==> src/rtl/brc_pkg.sv <==
package brc_pkg;

  typedef enum logic [2:0] {
    GRP_ALWAYS = 3'd0,
    GRP_ZERO   = 3'd1,
    GRP_SLT    = 3'd2,
    GRP_SLE    = 3'd3,
    GRP_ULT    = 3'd4,
    GRP_ULE    = 3'd5,
    GRP_NEG    = 3'd6,
    GRP_OVF    = 3'd7
  } cond_grp_e;

  typedef struct packed {
    logic n;
    logic z;
    logic v;
    logic c;
  } flags_t;

  localparam logic [2:0] BRANCH_MAJOR = 3'b000;

endpackage

==> src/rtl/brc_decode.sv <==
module brc_decode
  import brc_pkg::*;
#(
  parameter int WORD_W = 16,
  parameter int OFF_W  = 9
) (
  input  logic [WORD_W-1:0] word_i,
  output logic              is_branch_o,
  output cond_grp_e         grp_o,
  output logic              invert_o,
  output logic [OFF_W-1:0]  offset_o
);
  localparam int MAJOR_HI = WORD_W - 1;
  localparam int GRP_HI   = WORD_W - 4;

  logic [2:0] major;
  logic       sys_space;

  always_comb begin
    major     = word_i[MAJOR_HI -: 3];
    grp_o     = cond_grp_e'(word_i[GRP_HI -: 3]);
    invert_o  = word_i[0];
    offset_o  = word_i[OFF_W:1];
    sys_space = (grp_o == GRP_ALWAYS) && !invert_o;
    is_branch_o = (major == BRANCH_MAJOR) && !sys_space;
  end

endmodule

==> src/rtl/brc_cond_eval.sv <==
module brc_cond_eval
  import brc_pkg::*;
(
  input  logic      is_branch_i,
  input  cond_grp_e grp_i,
  input  logic      invert_i,
  input  flags_t    flags_i,
  output logic      taken_o
);
  logic expr;
  logic lt_signed;

  always_comb begin
    lt_signed = flags_i.n ^ flags_i.v;
    unique case (grp_i)
      GRP_ALWAYS: expr = 1'b0;
      GRP_ZERO:   expr = flags_i.z;
      GRP_SLT:    expr = lt_signed;
      GRP_SLE:    expr = lt_signed | flags_i.z;
      GRP_ULT:    expr = flags_i.c;
      GRP_ULE:    expr = flags_i.c | flags_i.z;
      GRP_NEG:    expr = flags_i.n;
      GRP_OVF:    expr = flags_i.v;
      default:    expr = 1'b0;
    endcase
    taken_o = is_branch_i && (expr ^ invert_i);
  end

endmodule

==> src/rtl/brc_target_add.sv <==
module brc_target_add #(
  parameter int ADDR_W = 16,
  parameter int OFF_W  = 9
) (
  input  logic [ADDR_W-1:0] pc_i,
  input  logic [OFF_W-1:0]  offset_i,
  output logic [ADDR_W-1:0] target_o
);
  localparam int EXT_W = ADDR_W - OFF_W - 1;

  logic [ADDR_W-1:0] byte_disp;

  always_comb begin
    byte_disp = {{EXT_W{offset_i[OFF_W-1]}}, offset_i, 1'b0};
    target_o  = pc_i + ADDR_W'(2) + byte_disp;
  end

endmodule

==> src/rtl/branch_resolver.sv <==
module branch_resolver
  import brc_pkg::*;
#(
  parameter int DATA_W = 16,
  parameter int OFF_W  = 9
) (
  input  logic [DATA_W-1:0] instr_word,
  input  logic [DATA_W-1:0] pc_addr,
  input  logic              flag_n,
  input  logic              flag_z,
  input  logic              flag_v,
  input  logic              flag_c,
  output logic              is_branch,
  output logic              taken,
  output logic [DATA_W-1:0] target
);
  localparam int TOP_HI = DATA_W - 1;

  cond_grp_e        grp;
  logic             invert;
  logic [OFF_W-1:0] offset;
  flags_t           flags;

  assign flags = '{n: flag_n, z: flag_z, v: flag_v, c: flag_c};

  brc_decode #(.WORD_W(DATA_W), .OFF_W(OFF_W)) u_decode (
    .word_i      (instr_word),
    .is_branch_o (is_branch),
    .grp_o       (grp),
    .invert_o    (invert),
    .offset_o    (offset)
  );

  brc_cond_eval u_eval (
    .is_branch_i (is_branch),
    .grp_i       (grp),
    .invert_i    (invert),
    .flags_i     (flags),
    .taken_o     (taken)
  );

  brc_target_add #(.ADDR_W(DATA_W), .OFF_W(OFF_W)) u_target (
    .pc_i     (pc_addr),
    .offset_i (offset),
    .target_o (target)
  );

  always_comb begin

    taken_major_chk: assert (!taken || instr_word[TOP_HI -: 3] == 3'b000)
      else $error("taken raised outside branch major field");

    always_branch_chk: assert (!(instr_word[TOP_HI -: 6] == 6'd0 && instr_word[0]) || taken)
      else $error("always-branch not taken");

    sys_space_chk: assert (!(instr_word[TOP_HI -: 6] == 6'd0 && !instr_word[0]) || (!is_branch && !taken))
      else $error("system word reported as branch");

    target_even_chk: assert (target[0] == pc_addr[0])
      else $error("target parity differs from pc");
  end

endmodule

==> config.mk <==
export PLATFORM = sky130hd
export DESIGN_NAME = branch_resolver
export DESIGN_NICKNAME = d
export VERILOG_FILES = /design/src/rtl/brc_pkg.sv /design/src/rtl/brc_decode.sv /design/src/rtl/brc_cond_eval.sv /design/src/rtl/brc_target_add.sv /design/src/rtl/branch_resolver.sv
export SDC_FILE = /design/constraint.sdc
export NUM_CORES = 1
export LEC_CHECK = 0
export ABC_AREA = 0
export ABC_CLOCK_PERIOD_IN_PS = 2000
export BUFFER_PORTS_ARGS = -buffer_cell sky130_fd_sc_hd__clkbuf_2
export CAP_MARGIN = 30
export CORE_MARGIN = 2
export CORE_UTILIZATION = 47
export DETAILED_ROUTE_END_ITERATION = 16
export PLACE_DENSITY = 0.91
export SETUP_SLACK_MARGIN = 0.4
export SLEW_MARGIN = 10
export SYNTH_ARGS = -nofsm -noshare
export SYNTH_HDL_FRONTEND = slang
export SYNTH_SLANG_ARGS = --single-unit
==> constraint.sdc <==
create_clock -name vclk -period 2
set_input_delay 0 -clock vclk [all_inputs]
set_output_delay 0 -clock vclk [all_outputs]
set_load 0.05 [all_outputs]
==> results.py, run 1 <==
metrics = {
    "logic_synthesis": {
        "synth_area_leaders": "ha_1, a21oi_1, xnor2_1",
        "synth_commonest_cells": "ha_1, a21oi_1, inv_1, o21ai_0, nand2_1",
        "syn_inst": 126,
        "synth.distinct_cells": 34,
        "synth_area_sq_um": 931,
        "yosysWarnings": 0,
        "synth_nets": 190,
        "synth_top_area_share_pct": 36.3,
        "ys_seq_area_share_pct": 0,
        "synth.avg_cell_area_sq_um": 7.39,
        "yosysTopAreaCell": "ha_1",
        "yosysMostFrequentCell": "ha_1",
    },
    "placement": {
        "routabilityCongestion": 0.826,
        "place_inst": 212,
        "hpwl_um": 2490,
        "pre_cts_ws_ps": -86.1,
        "port-buffer-count": 52,
    },
    "timing": {
        "endpoint_type": "output port",
        "postGrtWorstEndpoint": "target[14]",
    },
    "status": {
        "lastStage": "global routing (5_1_grt)",
        "status": "aborted with a tool error",
        "error": "[ERROR DPL-0038] Utilization greater than 100%, impossible to legalize",
    },
    "grt": {
        "grt_max_degree": 8,
    },
    "floorplanning": {
        "start_util_pct": 48.4,
        "rows": 16,
        "die_y_um": 48.5,
        "pin_count": 54,
        "die_x_um": 48.5,
    },
    "cts": {
        "hold_buffers": 0,
    },
}
## logic make-up after synthesis
logic type                 after synthesis  synth area share [%]
AOI/OAI and AO/OA                       42                  29.0
and+or+nand+nor                         31                  16.1
adders and majority gates               28                  38.4
buffers and inverters                   14                  6.05
xor gates and xnor gates                11                  10.3
## stage by stage
step | utilization (%) | TNS (ps) | area [sq um]
floorplan | - | -41.8 | 1180
global placement | 79.6 | -9.71 | 1530
detailed placement | 79.6 | -128 | 1530
CTS | 89.0 | 0 | 1710
## repair_timing
action                                  4_1_cts
resized for setup                            25
pin swaps                                    13
buffers inserted                              5
endpoints found under the setup margin        9
==> run 2: changes to the inputs <==
Settings changed: CORE_AREA set to 2 2 63 65, CORE_MARGIN 2 to unset, CORE_UTILIZATION 47 to unset, DIE_AREA set to 0 0 65 67, PLACE_DENSITY 0.91 to unset, PLACE_DENSITY_LB_ADDON set to 0.15, SETUP_SLACK_MARGIN 0.4 to unset.
==> run 2 against run 1 <==
  * The flow now finishes without violations
  * Synthesized cell count is the same
  * Area after synthesis is the same
==> results.py, run 2 <==
metrics = {
    "power": {
        "p_total_uw": 994,
        "p_leak_uw": 0.000808,
        "ir_worst_vdd_mv": 0.295,
        "power.density_mw_per_mm2": 631,
    },
    "placement": {
        "hpwl_um": 2200,
        "routabilityCongestion": 0.800,
        "port-buffer-count": 52,
        "place_area_sq_mm": 0.00147,
    },
    "run": {
        "cap_violations": 0,
    },
    "floorplanning": {
        "start_util_pct": 25.8,
        "pin_count": 54,
        "coreArea_sq_mm": 0.00361,
        "die_x_um": 65,
        "die-area_sq_mm": 0.00436,
        "rows": 22,
        "die_y_um": 67,
    },
    "timing": {
        "slew_viol_final": 0,
        "setup_viol": 0,
        "max_freq_ghz": 0.525,
        "slew_headroom_pct": 75.8,
        "setup-tns-final_ps": 0,
        "finalHoldViolCount": 0,
        "hold_slack_ps": 0.417,
        "fin_crit_sh_pct": 95.3,
        "tightest_slew_ps": 360,
        "fin_crit_ps": 1910,
    },
    "grt": {
        "grtUsageTotal_pct": 11.2,
        "grt_pass1_vias": 1072,
        "antenna_found_initial": 0,
        "grt_overflow": 0,
        "grt_pass1_wl_um": 4130,
        "grt_max_degree": 8,
    },
    "logic_synthesis": {
        "syn_inst": 126,
        "synth_area_leaders": "ha_1, a21oi_1, xnor2_1",
        "synth_area_sq_um": 931,
        "yosysMostFrequentCell": "ha_1",
        "yosysWarnings": 0,
        "yosysTopAreaCell": "ha_1",
        "synth_nets": 190,
        "synth.distinct_cells": 34,
        "ys_seq_area_share_pct": 0,
        "synth.avg_cell_area_sq_um": 7.39,
        "synth_commonest_cells": "ha_1, a21oi_1, inv_1, o21ai_0, nand2_1",
        "synth_top_area_share_pct": 36.3,
    },
    "drt": {
        "vias": 1145,
        "wl_per_cell_um": 10.3,
        "drt_pass1_iterations": 4,
        "via_per_inst": 4.81,
        "drt_iter0_drc": 21,
        "wirelength_um": 2450,
        "ant_nets": 0,
        "drc": 0,
    },
    "finish": {
        "register_area_sq_um": 0,
        "syn_to_final_growth_pct": 69.4,
        "layout-drive-gt1-share_pct": 46.3,
        "final_util_pct": 43.7,
        "design.seq.count": 0,
        "layout_commonest_cell": "clkbuf_2",
        "final_cell_mix": "clkbuf_2, ha_1, buf_4",
        "clkbuf_count": 0,
        "fillers": 375,
        "multiInputGateArea_sq_mm": 0.00101,
        "antenna_cells": 0,
        "stdcell_area_sq_mm": 0.00158,
        "layout.nets": 256,
    },
    "min_path": {
        "hold_depth": 0,
        "min_path_type": "input port to primary output",
    },
    "setup_path": {
        "crit_required_ps": 2000,
        "path_class": "input port to primary output",
        "cp_max_fo": 3,
        "crit_path_start_kind": "input port",
        "critPathArrivalTime_ps": 1910,
        "crit_chain": "clkbuf_2 > ha_1 > ha_1 > a21o_1 > a21oi_2 > a21oi_2 > o2111a_1 > a311oi_4 > buf_12",
        "critPathCaptureType": "primary output",
        "critPathSlowestCell": "ha_1",
        "slowest_delay_ps": 310,
    },
    "status": {
        "status": "completed",
    },
    "cts": {
        "hold_buffers": 0,
    },
}
## run 2: where the power goes
part | leakage [uW] | internal (uW) | switching (uW)
logic | 0.000808 | 407 | 588
clock network | 0 | 0 | 0
registers | 0 | 0 | 0
total | 0.000808 | 407 | 588
## run 2: critical path: cells and delay by family
family	cells	cell delay, ps
AO/OA/AOI/OAI	5	1040
buffers and inverters	2	260
adder cells (fa/ha/maj)	2	590
## run 2: final cells by class
cell class / count / share of cell area [%]
inverter: 12 / 2.86
multi-input combinational: 112 / 64.0
tap: 48 / 3.81
timing repair buffer: 66 / 29.4
## run 2: per-layer routing
layer / track usage [%] / share of wire [%] / vias to the layer above
met3: 0.338 / 4.1 / 0
met4: 0 / 0 / 0
li1: - / - / 601
met2: 22.4 / 52 / 26
met5: 0 / 0 / -
met1: 13.8 / 44 / 518
## run 2: metrics by stage
step | cells | setup WS (ps)
floorplan | 126 | -177
global placement | 236 | -114
detailed placement | 236 | -191
CTS | 238 | 7.53
global route | 238 | -5.98
finish | 238 | 93.8
## run 2: logic make-up (layout without fill, tap and decap cells)
family,count (synthesis),in the layout,share of synthesized area [%]
and+or+nand+nor,31,31,16.1
xor gates and xnor gates,11,11,10.3
adders and majority gates,28,28,38.4
buffers and inverters,14,78,6.05
AOI/OAI and AO/OA,42,42,29.0
## run 2: repair_timing
action                                  4_1_cts  5_1_grt
buffers inserted                              2        0
resized for setup                            10       15
endpoints found under the setup margin        3        7
gates cloned                                  0        0
pin swaps                                     5        3
## run 2: final timing paths
kind,to,slack (ps),from
worst min-delay path,target[0],0.4,pc_addr[0]
worst max-delay path,target[13],90,instr_word[5]
No activity file was read; power rests on OpenSTA's default activity.
